File: config.mk
export PLATFORM = sky130hd
export DESIGN_NAME = chan_run_ctrl
export DESIGN_NICKNAME = d
export VERILOG_FILES = /design/src/rtl/runctl_pkg.sv /design/src/rtl/runctl_bus_decode.sv /design/src/rtl/runctl_chan_cell.sv /design/src/rtl/runctl_read_mux.sv /design/src/rtl/chan_run_ctrl.sv
export SDC_FILE = /design/constraint.sdc
export NUM_CORES = 1
export LEC_CHECK = 0
export BUFFER_PORTS_ARGS = -buffer_cell sky130_fd_sc_hd__clkbuf_2
export CELL_PAD_IN_SITES_DETAIL_PLACEMENT = 0
export CELL_PAD_IN_SITES_GLOBAL_PLACEMENT = 1
export CORE_ASPECT_RATIO = 1.1
export CORE_MARGIN = 2
export CORE_UTILIZATION = 29
export CTS_BUF_LIST = sky130_fd_sc_hd__clkbuf_4 sky130_fd_sc_hd__clkbuf_8 sky130_fd_sc_hd__clkbuf_16
export DETAILED_ROUTE_END_ITERATION = 8
export GPL_TIMING_DRIVEN = 0
export PLACE_DENSITY_LB_ADDON = 0.1
export SLEW_MARGIN = 40
export SYNTH_ARGS = -nofsm -noshare
export SYNTH_HDL_FRONTEND = slang
export SYNTH_HIERARCHICAL = 1
export SYNTH_SLANG_ARGS = --single-unit
export TNS_END_PERCENT = 50
File: constraint.sdc
create_clock -name clk -period 1.8 [get_ports clk]
set_input_delay 0.09 -clock clk [delete_from_list [all_inputs] [get_ports clk]]
set_output_delay 0.09 -clock clk [all_outputs]
set_load 0.05 [all_outputs]
File: src/rtl/runctl_pkg.sv
// runctl_pkg: shared constants and types for the channel run-control bank.
// Assumes a 16-bit data word and a two-bit word offset.
package runctl_pkg;
    localparam int DATA_W = 16;
    localparam int ADDR_W = 2;

    // Word offsets of the register map.
    typedef enum logic [ADDR_W-1:0] {
        OFS_STATUS = 2'd0,
        OFS_START  = 2'd1,
        OFS_STOP   = 2'd2,
        OFS_CKOUT  = 2'd3
    } ofs_e;

    // Decoded bus command for one cycle.
    typedef struct packed {
        logic start_wr;
        logic stop_wr;
        logic ckout_wr;
        logic rd;
    } bus_cmd_t;
endpackage

File: src/rtl/runctl_bus_decode.sv
// runctl_bus_decode: turns the raw bus request into one-hot register strobes.
// Assumes at most one access per cycle; offset 0 writes decode to nothing.
module runctl_bus_decode
    import runctl_pkg::*;
(
    input  logic              bus_sel,
    input  logic              bus_wr,
    input  logic [ADDR_W-1:0] bus_addr,
    output bus_cmd_t          cmd
);
    // Decode the access type and offset into strobes.
    always_comb begin
        cmd          = '0;
        cmd.rd       = bus_sel && !bus_wr;
        cmd.start_wr = bus_sel && bus_wr && (bus_addr == OFS_START);
        cmd.stop_wr  = bus_sel && bus_wr && (bus_addr == OFS_STOP);
        cmd.ckout_wr = bus_sel && bus_wr && (bus_addr == OFS_CKOUT);
    end
endmodule

File: src/rtl/runctl_chan_cell.sv
// runctl_chan_cell: run enable and clock-output bit of one channel.
// Assumes start and stop requests come as single-cycle strobes; a
// simultaneous stop beats start. The clock bit follows the engine while
// running and is software-writable only while stopped.
module runctl_chan_cell (
    input  logic clk,
    input  logic rst_n,
    input  logic set_req,
    input  logic clr_req,
    input  logic ck_wr,
    input  logic ck_wval,
    input  logic eng_sck,
    output logic run_en,
    output logic ck_bit,
    output logic pin
);
    // Enable flop: set by start, cleared by stop, stop has priority.
    always_ff @(posedge clk) begin
        if (!rst_n) begin
            run_en <= 1'b0;
        end else if (clr_req) begin
            run_en <= 1'b0;
        end else if (set_req) begin
            run_en <= 1'b1;
        end
    end

    // Clock-output bit: tracks engine while running, software-loaded while stopped.
    always_ff @(posedge clk) begin
        if (!rst_n) begin
            ck_bit <= 1'b1;
        end else if (run_en) begin
            ck_bit <= eng_sck;
        end else if (ck_wr) begin
            ck_bit <= ck_wval;
        end
    end

    // Pin select: engine clock while running, held bit otherwise.
    always_comb begin
        pin = run_en ? eng_sck : ck_bit;
    end
endmodule

File: src/rtl/runctl_read_mux.sv
// runctl_read_mux: registered read-data path of the bank.
// Assumes NUM_CH <= DATA_W; unused high bits and strobe offsets read 0,
// and the output is 0 after any cycle without a read.
module runctl_read_mux
    import runctl_pkg::*;
#(
    parameter int NUM_CH = 4
) (
    input  logic              clk,
    input  logic              rst_n,
    input  logic              rd,
    input  logic [ADDR_W-1:0] addr,
    input  logic [NUM_CH-1:0] en_vec,
    input  logic [NUM_CH-1:0] ck_vec,
    output logic [DATA_W-1:0] rdata
);
    logic [DATA_W-1:0] word;

    // Select the addressed word, zero-extended to the bus width.
    always_comb begin
        word = '0;
        unique case (addr)
            OFS_STATUS: word[NUM_CH-1:0] = en_vec;
            OFS_CKOUT:  word[NUM_CH-1:0] = ck_vec;
            default:    word = '0;
        endcase
    end

    // Register read data one cycle after the request.
    always_ff @(posedge clk) begin
        if (!rst_n) begin
            rdata <= '0;
        end else begin
            rdata <= rd ? word : '0;
        end
    end
endmodule

File: src/rtl/chan_run_ctrl.sv
// chan_run_ctrl: run-control register bank for NUM_CH serial channels.
// Start/stop strobe words set and clear per-channel enables, a status word
// reports them, and a clock-output word drives each clock pin while the
// channel is stopped. Assumes 1 <= NUM_CH <= 16.
module chan_run_ctrl
    import runctl_pkg::*;
#(
    parameter int NUM_CH = 4
) (
    input  logic              clk,
    input  logic              rst_n,
    input  logic              bus_sel,
    input  logic              bus_wr,
    input  logic [1:0]        bus_addr,
    input  logic [15:0]       bus_wdata,
    output logic [15:0]       bus_rdata,
    output logic [NUM_CH-1:0] chan_en,
    input  logic [NUM_CH-1:0] eng_sck,
    output logic [NUM_CH-1:0] sck_pin
);
    localparam int CH_LAST = NUM_CH - 1;

    bus_cmd_t          cmd;
    logic [NUM_CH-1:0] ck_vec;
    logic [NUM_CH-1:0] wd_ch;
    logic              unused_wdata;

    // Only the channel bits of the write word are consumed.
    assign wd_ch        = bus_wdata[CH_LAST:0];
    assign unused_wdata = ^bus_wdata;

    runctl_bus_decode u_dec (
        .bus_sel  (bus_sel),
        .bus_wr   (bus_wr),
        .bus_addr (bus_addr),
        .cmd      (cmd)
    );

    for (genvar n = 0; n < NUM_CH; n++) begin : g_ch
        runctl_chan_cell u_cell (
            .clk     (clk),
            .rst_n   (rst_n),
            .set_req (cmd.start_wr && wd_ch[n]),
            .clr_req (cmd.stop_wr && wd_ch[n]),
            .ck_wr   (cmd.ckout_wr),
            .ck_wval (wd_ch[n]),
            .eng_sck (eng_sck[n]),
            .run_en  (chan_en[n]),
            .ck_bit  (ck_vec[n]),
            .pin     (sck_pin[n])
        );
    end

    runctl_read_mux #(.NUM_CH(NUM_CH)) u_rd (
        .clk    (clk),
        .rst_n  (rst_n),
        .rd     (cmd.rd),
        .addr   (bus_addr),
        .en_vec (chan_en),
        .ck_vec (ck_vec),
        .rdata  (bus_rdata)
    );
endmodule

Word level (Yosys, flattened, before mapping)
Cells that the tools add are included.
Operators by class
  equality and inequality tests: 3
  muxes and demuxes: 13
  bitwise operators: 1
  reduce and logical (&&, ||, !) cells: 24
Operators by type and width (number)
  $logic_and A1 B1 Y1: 13
  $mux W1: 12
  $pmux W4 S2: 1
  $reduce_bool A2 Y1: 4
  $reduce_or A2 Y1: 4
  $eq A2 B2 Y1 const B: 2
  $eq A2 B1 Y1 const B: 1
  $logic_not A2 Y1: 1
  $reduce_and A2 Y1: 1
  $logic_not A1 Y1: 1
  $not A1 Y1: 1
Storage, ports and cells
  register bits after elaboration: 24
  bits of input ports: 26
  output and inout port bits: 24
  logic and storage cells: 51

Longest topological paths before layout
Gate-level depths: netlist of the first run.
  depth after elaboration: 4
  mapped depth: 4
  gate-level depth less buffers: 4

By module
The synthesis of the first run kept the hierarchy.
Modules (own cells, without submodules)
  runctl_chan_cell: instances 4, cells each 9, area each 91.3 um2, seq. area each 40.0 um2
  runctl_read_mux: instances 1, cells each 30, area each 271.5 um2, seq. area each 80.1 um2
  chan_run_ctrl: instances 1, cells each 8, area each 50.0 um2, seq. area each 0.0 um2
  runctl_bus_decode: instances 1, cells each 4, area each 35.0 um2, seq. area each 0.0 um2

Least setup slack after synthesis of the first run
No wires, ideal clock.
  kind: register to output
  start point: register g_ch[0].u_cell.run_en
  end point: output sck_pin[0]
  arrival time: 1.195 ns
  data required time: 1.710 ns
  setup slack: 0.515 ns
  cell stages (with the launch flop): 2
  path buffers: 0
  path through: dfxtp_1 mux2_2
On the way
  cells in the longest elaborated chain, start to end: 1
RTL lines
  start, declared: RTL line runctl_chan_cell.sv:13  | output logic run_en,
  start signal, assigned: RTL line runctl_chan_cell.sv:20  | run_en <= 1'b0;
  start signal, assigned: RTL line runctl_chan_cell.sv:22  | run_en <= 1'b0;
  start signal, assigned: RTL line runctl_chan_cell.sv:24  | run_en <= 1'b1;
  $mux W1: RTL line runctl_chan_cell.sv:41  | pin = run_en ? eng_sck : ck_bit;
  end, declared: RTL line chan_run_ctrl.sv:19  | output logic [NUM_CH-1:0] sck_pin
No other way between the ends.

Final worst setup path of the first run
  start point: register g_ch[3].u_cell.run_en
  end point: output sck_pin[3]
On the way
  cells in the longest elaborated chain, start to end: 1
RTL lines (RTL line)
  start, declared: runctl_chan_cell.sv:13
  start signal, assigned: runctl_chan_cell.sv:20
  start signal, assigned: runctl_chan_cell.sv:22
  start signal, assigned: runctl_chan_cell.sv:24
  $mux W1: runctl_chan_cell.sv:41
No other way between the ends.

==> reports/qor.txt, run 1 <==
Status = finished, final reports clean
PD cells = 635 nW/µm²
Bufs on Longest Clock Path = 2
Final worst setup slack = 0.422 ns
Critical Path AT = 1.29 ns
Hold Crit Depth = 3
CTS tree = yes
Via count = 618
Vias per std cell = 4.20
Die area = 2900 µm²
# Post-CTS Setup Buffers = 0
Peak VDD IR = 0.206 mV
Reg clk slew, reported paths = 0.07 ns
Worst flop-to-flop path startpoint = g_ch[3].u_cell/run_en$_SDFFE_PP0P_
Synth area leader = dfxtp_1
First-pass GRT wire length = 2350 µm
Reg2Reg Depth = 2
Die Width = 51.6 µm
Setup_tns = 0 ns
Commonest cells in the netlist = 12 x buf_4, 12 x dfxtp_1, 8 x and2_1, 8 x nor2_1, 6 x inv_1
H-tree levels = 1
RePlAce Congestion = 0.718
Post-layout net count = 147
FFs w/ async S/R, synth = 0%
Min-delay src = bus_wdata[3]
Placed insts = 144
Top FF cell, synth = dfxtp_1
Clock Sinks = 12
# setup viols final = 0
Worst EP required = 1.71 ns
Yosys warning count = 6
Final WL = 1520 µm
Netlist cell types = 17
Sequential area share after synthesis = 33.3%
Clk_skew = 0.000148 ns
Number of global-route vias before repair = 531
Post-synth EDFFs = 0
Core ar. = 2300 µm²
CTS Hold Bufs = 0
Root Driver = clkbuf_4
Area contributors post-synth = dfxtp_1 33%, buf_4 12%, and2_1 6.9%
TritonCTS Buffers = 3
Post-DRT Antenna Nets = 0
Final Hold Vio Count = 0
Core Rows = 18
PostCTS Resize Cnt = 0
Post-Syn Instances = 78
Non-Filler Instances = 147
Starting Density = 31.4%
Reg2Reg Setup Slack = 1.02 ns
GR Util All Layers = 10.9%
Destination of the worst hold path = g_ch[3].u_cell/run_en$_SDFFE_PP0P_
Antenna violations before repair = 0
Drt wl/cell = 10.4 µm
Die Span Y = 56.3 µm
Boundary pin count = 50
Layout area overhead = 31.4%
Fin crit period = 1.38 ns
Max Clk Rate = 726 MHz
Number of max-cap violations = 0
Largest net degree at the start of global routing = 14
RSZ-0062 raised after global routing = no
Post-synthesis register bit count = 12
Pre-Repair DR Iteration Count = 4
Crit path kind = reg2out
Netlist Area Pre-Place = 722 µm²
Ant diodes = 0
Pre-CTS setup slack = 0.709 ns
Worst hold path type = in2reg
Syn Area/Cell = 9.26 µm²
Final cycle utilization of the critical path = 76.5%
Slew Viols, Final = 0
Share of post-route cells with drive strength above 1 = 38.5%
Nature of the critical path endpoint = output pin
Crit path launch type = register
CP max FO = 6
Starting DRC count in detailed routing = 14
# DRC = 0
Critical path launch point = g_ch[3].u_cell/run_en$_SDFFE_PP0P_
Share of the synthesized area in the top cell type = 33.3%
Grt total ovfl = 0
Clock latency on the worst-skew pair = 0.26 ns
Leakage = 0.479 nW
Port Buf Inserts = 25
R2r endpoint = g_ch[3].u_cell/ck_bit$_SDFFE_PN1P_
[stage by stage]
stage / total power [mW] / hold WS (ns) / instance area [µm²] / util [%]
final: 0.602 / 0.127 / 948 / 41.3
after global routing: 0.633 / 0.141 / 948 / 41.3
after CTS: 0.611 / 0.120 / 948 / 41.3
after detailed placement: 0.450 / 0.402 / 926 / 40.3
after global placement: 0.449 / 0.393 / 926 / 40.3
after floorplan: 0.414 / 0.196 / 763 / -
[kinds of logic after synthesis]
group | count (synthesis) | synth area share, %
buf+inv | 18 | 15.6
simple gates | 29 | 27.7
mux | 8 | 11.8
compound gates | 8 | 7.63
other cells | 1 | 0.519
flops | 12 | 33.3
fa+ha+maj | 2 | 3.47
[power by group]
part           internal, mW  switching, mW  leakage (nW)  total (mW)
registers             0.271        0.00553        0.0973       0.277
clock network        0.0771         0.0803        0.0138       0.157
logic                0.0544          0.113         0.368       0.168
[sequential cells by signal, indices dropped and copies added (netlist names)]
signal / count
g_ch.u_cell/ck_bit: 4
u_rd/rdata: 4
g_ch.u_cell/run_en: 4
[cells in the final DEF, fill, tap and decap left out]
cell,n
nand3b_4,1
clkbuf_2,25
nor3b_1,4
and4b_1,2
clkbuf_4,3
and3b_1,4
a22oi_1,4
dfxtp_1,12
mux2i_1,4
buf_4,12
a31oi_1,4
conb_1,12
nor2b_1,1
and4_1,1
ha_1,2
inv_1,6
nor2_1,8
mux2_2,4
and2_1,8
[routing by layer]
metal | up-vias | GRT usage (%) | wire length [µm]
li1 | 326 | - | -
met1 | 265 | 14.4 | 731
met3 | 2 | 1.60 | 107
met5 | - | 0 | 0
met2 | 25 | 15.9 | 656
met4 | 0 | 7.89 | 27
[critical path, stage by stage (launching register included)]
cell and delay (ns):
dfxtp_1 0.43, mux2_2 0.36, clkbuf_2 0.24
[cell type report]
cell class                      count  area [µm²]
Timing Repair Buffer               25         125
Fill cell                         263        1350
Inverter                            6        22.5
Multi-Input combinational cell     59         410
Clock buffer                        3        22.5
Sequential cell                    12         240
Buffer                             12        90.1
Tap cell                           30        37.5
[worst max path at each step]
stage / slack (ns) / endpoint
6_report: 0.42 / sck_pin[3]
3_3_place_gp: 0.72 / sck_pin[3]
3_5_place_dp: 0.71 / sck_pin[3]
4_1_cts: 0.41 / sck_pin[3]
5_1_grt: 0.36 / sck_pin[3]
2_1_floorplan: 0.51 / sck_pin[0]
(Power assumes the default switching activity.)
==> run 2: changes to the inputs <==
--- a/config.mk
+++ b/config.mk
@@ -10,7 +10,7 @@
 export CELL_PAD_IN_SITES_GLOBAL_PLACEMENT = 1
 export CORE_ASPECT_RATIO = 1.1
 export CORE_MARGIN = 2
-export CORE_UTILIZATION = 29
+export CORE_UTILIZATION = 25
 export CTS_BUF_LIST = sky130_fd_sc_hd__clkbuf_4 sky130_fd_sc_hd__clkbuf_8 sky130_fd_sc_hd__clkbuf_16
 export DETAILED_ROUTE_END_ITERATION = 8
 export GPL_TIMING_DRIVEN = 0
==> constraint.sdc (replaced) <==
create_clock -name clk -period 1.2 [get_ports clk]
set_input_delay 0.06 -clock clk [delete_from_list [all_inputs] [get_ports clk]]
set_output_delay 0.06 -clock clk [all_outputs]
set_load 0.05 [all_outputs]
==> run 2 against run 1 <==
Sequential cell count did not move. Global-route usage fell by 0.60 points. Sequential power rose by 47%. Total power rose by 66%. Worst hold slack got worse by 0.042 ns. First-iteration DRC count fell by 7.1%. Die area rose by 15%. Sequential share of layout area fell by 1.2 points. Clock power rose by 100%. Non-clock buffer count rose by 3. Count of clock-buffer cells in the layout rose by 1. Combinational power rose by 64%. Critical endpoint is now sck_pin[1].
==> reports/qor.txt, run 2 (same netlist as run 1, synthesis figures left out) <==
Status = finished, final reports clean
Clk_skew = 0.00500 ns
First-pass GRT wire length = 2640 µm
Worst EP required = 1.14 ns
Max Clk Rate = 862 MHz
Critical Path AT = 1.10 ns
Post-layout net count = 150
Number of max-cap violations = 0
Peak VDD IR = 0.343 mV
Core Rows = 20
Antenna violations before repair = 0
Layout area overhead = 46.6%
Die area = 3330 µm²
Largest net degree at the start of global routing = 14
Fin crit period = 1.16 ns
GR Util All Layers = 10.3%
Crit path kind = reg2out
Starting Density = 26.2%
Most common cell after layout, fill and taps aside = clkbuf_2
Leakage = 0.542 nW
Clock Sinks = 12
Crit path launch type = register
Most frequent cells in the layout = 21 x clkbuf_2, 15 x buf_4, 12 x conb_1
Clock latency on the worst-skew pair = 0.27 ns
CTS Hold Bufs = 0
CTS tree = yes
Worst Path Buf+Inv = 1
# DRC = 0
Final Hold Vio Count = 0
Pre-Repair DR Iteration Count = 4
Number of global-route vias before repair = 588
Reg clk slew, reported paths = 0.08 ns
Core ar. = 2750 µm²
Final cycle utilization of the critical path = 96.7%
CP top delay family = flip-flops
Ant diodes = 0
Die Span Y = 60.4 µm
TritonCTS Buffers = 3
RePlAce Congestion = 0.630
Boundary pin count = 50
Setup_tns = 0 ns
Final WL = 1670 µm
Die Width = 55.2 µm
H-tree levels = 1
# setup viols final = 0
Vias per std cell = 4.15
Post-DRT Antenna Nets = 0
RSZ-0062 raised after global routing = yes
Largest regs = g_ch.u_cell/ck_bit (4), g_ch.u_cell/run_en (4), u_rd/rdata (4)
Cell Chain, Critical Path = mux2_4, buf_8
Share of post-route cells with drive strength above 1 = 43.8%
Worst hold margin = 0.0854 ns
Worst hold path type = in2reg
CP max-delay cell = dfxtp_4
Starting DRC count in detailed routing = 13
Port Buf Inserts = 25
Nature of the critical path endpoint = output pin
CP max FO = 6
Root Driver = clkbuf_4
Drt wl/cell = 10.8 µm
Via count = 639
Grt total ovfl = 0
Slew Viols, Final = 0
HPWL Detailed = 1230 µm
Bufs on Longest Clock Path = 2
PD cells = 944 nW/µm²
Critical path's largest stage delay = 0.38 ns
-- run 2: worst paths after layout --
check | slack (ns) | start | cells after the start | to
min | 0.09 | bus_wdata[3] | 3 | g_ch[3].u_cell/run_en$_SDFFE_PP0P_
min reg2reg | 0.52 | g_ch[1].u_cell/run_en$_SDFFE_PP0P_ | 2 | g_ch[1].u_cell/ck_bit$_SDFFE_PN1P_
max reg2reg | 0.32 | g_ch[3].u_cell/run_en$_SDFFE_PP0P_ | 3 | g_ch[3].u_cell/ck_bit$_SDFFE_PN1P_
max | 0.04 | g_ch[1].u_cell/run_en$_SDFFE_PP0P_ | 2 | sck_pin[1]
-- run 2: final cells by class --
class / count / area, µm²
Timing Repair Buffer: 28 / 188
Sequential cell: 12 / 255
Buffer: 12 / 90.1
Multi-Input combinational cell: 59 / 425
Fill cell: 307 / 1690
Inverter: 6 / 22.5
Tap cell: 33 / 41.3
Clock buffer: 4 / 36.3
-- run 2: metrics by stage --
step                std cells  power, mW  instance area [µm²]  utilization, %  setup WS [ns]
floorplan                  89      0.622                  766               -        -0.0554
finish                    154      0.999                 1060            38.5         0.0397
global route              154       1.05                 1060            38.5       -0.00633
detailed placement        147      0.677                  932            33.9          0.149
global placement          147      0.675                  932            33.9          0.148
CTS                       153       1.01                 1040            37.7        0.00424
-- run 2: where the power goes --
part           switching (mW)  internal (mW)  total, mW
Sequential            0.00721          0.400      0.407
Combinational           0.176         0.0997      0.276
Clock                   0.132          0.184      0.316
Total                   0.315          0.684      0.999
-- run 2: what timing repair did --
item / in CTS / in global routing
gates cloned: 0 / 0
pin swaps: 0 / 0
resized for setup: 16 / 6
setup buffers: 2 / 1
setup endpoints to repair: 4 / 4
-- run 2: tightest hold or removal path, cell delays in order --
cell and delay [ns]:
clkbuf_2 0.10, and2_1 0.12, nor3b_1 0.04
-- run 2: routing by layer --
| metal | vias up | wire length, µm | GRT usage, % | share of wire (%) |
|---|---|---|---|---|
| met5 | - | 0 | 0 | 0 |
| met4 | 0 | 25 | 6.27 | 1.5 |
| met3 | 2 | 93 | 1.71 | 5.6 |
| met2 | 22 | 776 | 17.2 | 47 |
| met1 | 282 | 771 | 12.8 | 46 |
| li1 | 333 | - | - | - |
==> run 3: changes to the inputs <==
--- a/config.mk
+++ b/config.mk
@@ -18,6 +18,5 @@
 export SLEW_MARGIN = 40
 export SYNTH_ARGS = -nofsm -noshare
 export SYNTH_HDL_FRONTEND = slang
-export SYNTH_HIERARCHICAL = 1
 export SYNTH_SLANG_ARGS = --single-unit
 export TNS_END_PERCENT = 50
==> run 3 against run 2 <==
Register-to-register slack lost 0.11 ns. Die area up 3.6%. Highest routed layer unchanged. Largest cell class is now buffers. Critical endpoint is now sck_pin[2]. Routed wire length is 10% higher. First-iteration DRC count down 15%.
==> reports/qor.txt, run 3 <==
Final Hold Vio Count = 0
Number of global-route vias before repair = 642
Critical Path AT = 1.11 ns
Synth area leader = dfxtp_1
Clk_skew = 0.00642 ns
Most common cell in the netlist = buf_4
Status = finished, final reports clean
Starting Density = 26.7%
Commonest cells in the netlist = 20 x buf_4, 12 x dfxtp_1, 7 x a21oi_1
Final WL = 1840 µm
Sequential area share after synthesis = 32.1%
Vias per std cell = 4.34
Number of max-cap violations = 0
Fill count = 311
Largest regs = g_ch.u_cell.ck_bit (4), g_ch.u_cell.run_en (4), u_rd.rdata (4)
Leakage = 0.608 nW
Fin crit period = 1.17 ns
Root Driver = clkbuf_4
# DRC = 0
H-tree levels = 1
Ant diodes = 0
Post-layout net count = 159
Via count = 694
Drt wl/cell = 11.5 µm
Grt total ovfl = 0
Share of post-route cells with drive strength above 1 = 46.5%
Starting DRC count in detailed routing = 11
Slew Viols, Final = 0
HPWL Detailed = 1340 µm
Post-DRT Antenna Nets = 0
Netlist cell types = 22
Pre-CTS setup slack = -0.102 ns
Netlist Area Pre-Place = 749 µm²
Die Span Y = 61.4 µm
Antenna violations before repair = 0
Post-synth EDFFs = 0
Crit path launch type = register
Nature of the critical path endpoint = output pin
Die Width = 56.2 µm
Tot Pwr = 1.07 mW
Final cycle utilization of the critical path = 97.6%
PD cells = 930 nW/µm²
Crit path kind = reg2out
Die area = 3450 µm²
Share of the synthesized area in the top cell type = 32.1%
Bufs on Longest Clock Path = 2
RSZ-0062 raised after global routing = yes
Boundary pin count = 50
TritonCTS Buffers = 3
Clock latency on the worst-skew pair = 0.28 ns
Placed insts = 152
Max Clk Rate = 854 MHz
CP max FO = 2
Most common cell after layout, fill and taps aside = buf_4
Clock Sinks = 12
Post-Syn Instances = 83
First-pass GRT wire length = 3020 µm
Post-synthesis register bit count = 12
Yosys warning count = 0
FFs w/ async S/R, synth = 0%
CTS tree = yes
GR Util All Layers = 11.3%
Layout area overhead = 53.3%
Core ar. = 2800 µm²
Most frequent cells in the layout = 23 x buf_4, 17 x clkbuf_2, 12 x conb_1
Pre-Repair DR Iteration Count = 2
Area contributors post-synth = dfxtp_1 32%, buf_4 20%, ha_1 8.3%
Largest net degree at the start of global routing = 9
Non-Filler Instances = 160
Top FF cell, synth = dfxtp_1
Final worst setup slack = 0.0287 ns
Worst EP required = 1.14 ns
Core Rows = 20
# setup viols final = 0
Syn Area/Cell = 9.03 µm²
Worst hold path type = in2reg
RePlAce Congestion = 0.718
Reg clk slew, reported paths = 0.08 ns
Port Buf Inserts = 25
Peak VDD IR = 0.324 mV
-- run 3: cell types whose count changed in the layout (fill, tap and decap cells not counted), sizes merged, moves of 4 or more --
cell,change
a211oi,+4
a21oi,+7
a31oi,-4
and2,-8
and3b,-4
buf,+5
dlygate4sd3,+4
mux2i,-4
nor2,-4
nor3b,-4
-- run 3: power breakdown --
part | internal (mW) | total (mW) | switching [mW]
combinational | 0.127 | 0.325 | 0.198
clock | 0.184 | 0.332 | 0.147
sequential | 0.404 | 0.411 | 0.00771
total | 0.715 | 1.07 | 0.353
-- run 3: final cells by class --
type / count / area [µm²] / area share [%]
multi-input combinational: 57 / 397 / 34.5
timing repair buffer: 33 / 283 / 24.6
sequential: 12 / 253 / 22.0
buffer: 17 / 124 / 10.8
tap: 33 / 41.3 / 3.59
clock buffer: 4 / 36.3 / 3.16
inverter: 4 / 15.0 / 1.31
-- run 3: worst max-delay path, stage by stage, from the launching register on --
cell and delay, ns:
dfxtp_4 0.36, mux2_4 0.30, clkbuf_16 0.17
-- run 3: final timing paths --
kind                                           start                            endpoint  slack, ns  cells after the start
setup / recovery  g_ch[2].u_cell.run_en$_SDFFE_PP0P_                          sck_pin[2]       0.03                      2
hold / removal                                 rst_n  g_ch[2].u_cell.ck_bit$_SDFFE_PN1P_       0.02                      2
setup reg to reg  g_ch[2].u_cell.run_en$_SDFFE_PP0P_  g_ch[2].u_cell.ck_bit$_SDFFE_PN1P_       0.21                      4
hold reg to reg   g_ch[1].u_cell.ck_bit$_SDFFE_PN1P_  g_ch[1].u_cell.ck_bit$_SDFFE_PN1P_       0.53                      2
-- run 3: cells by family after synthesis --
group	synth area share, %
other	0.500
buffers and inverters	22.5
and+or+nand+nor	10.7
AOI/OAI and AO/OA	19.9
adders and majority gates	8.35
DFF	32.1
muxes	6.01
-- run 3: through the flow --
step	cell area (µm²)	util, %	hold slack, ns	TNS [ns]
floorplan	791	-	0.136	0
global placement	957	34.2	0.285	-0.603
detailed placement	957	34.2	0.280	-0.677
CTS	1150	41.1	0.0331	-0.0558
global route	1150	41.0	0.0339	-0.00159
finish	1150	41.0	0.0218	0
-- run 3: per-layer routing --
| metal | part of all wire (%) | global-route usage, % |
|---|---|---|
| met5 | 0 | 0 |
| met2 | 50 | 20.7 |
| met3 | 5.3 | 2.10 |
| met4 | 1.4 | 4.08 |
| met1 | 43 | 13.6 |
-- run 3: repair_timing --
item | 4_1_cts | 5_1_grt
setup buffers | 4 | 0
hold endpoints to repair | 4 | 0
setup endpoints to repair | 4 | 5
hold buffers | 4 | 0
gates resized for setup | 24 | 4
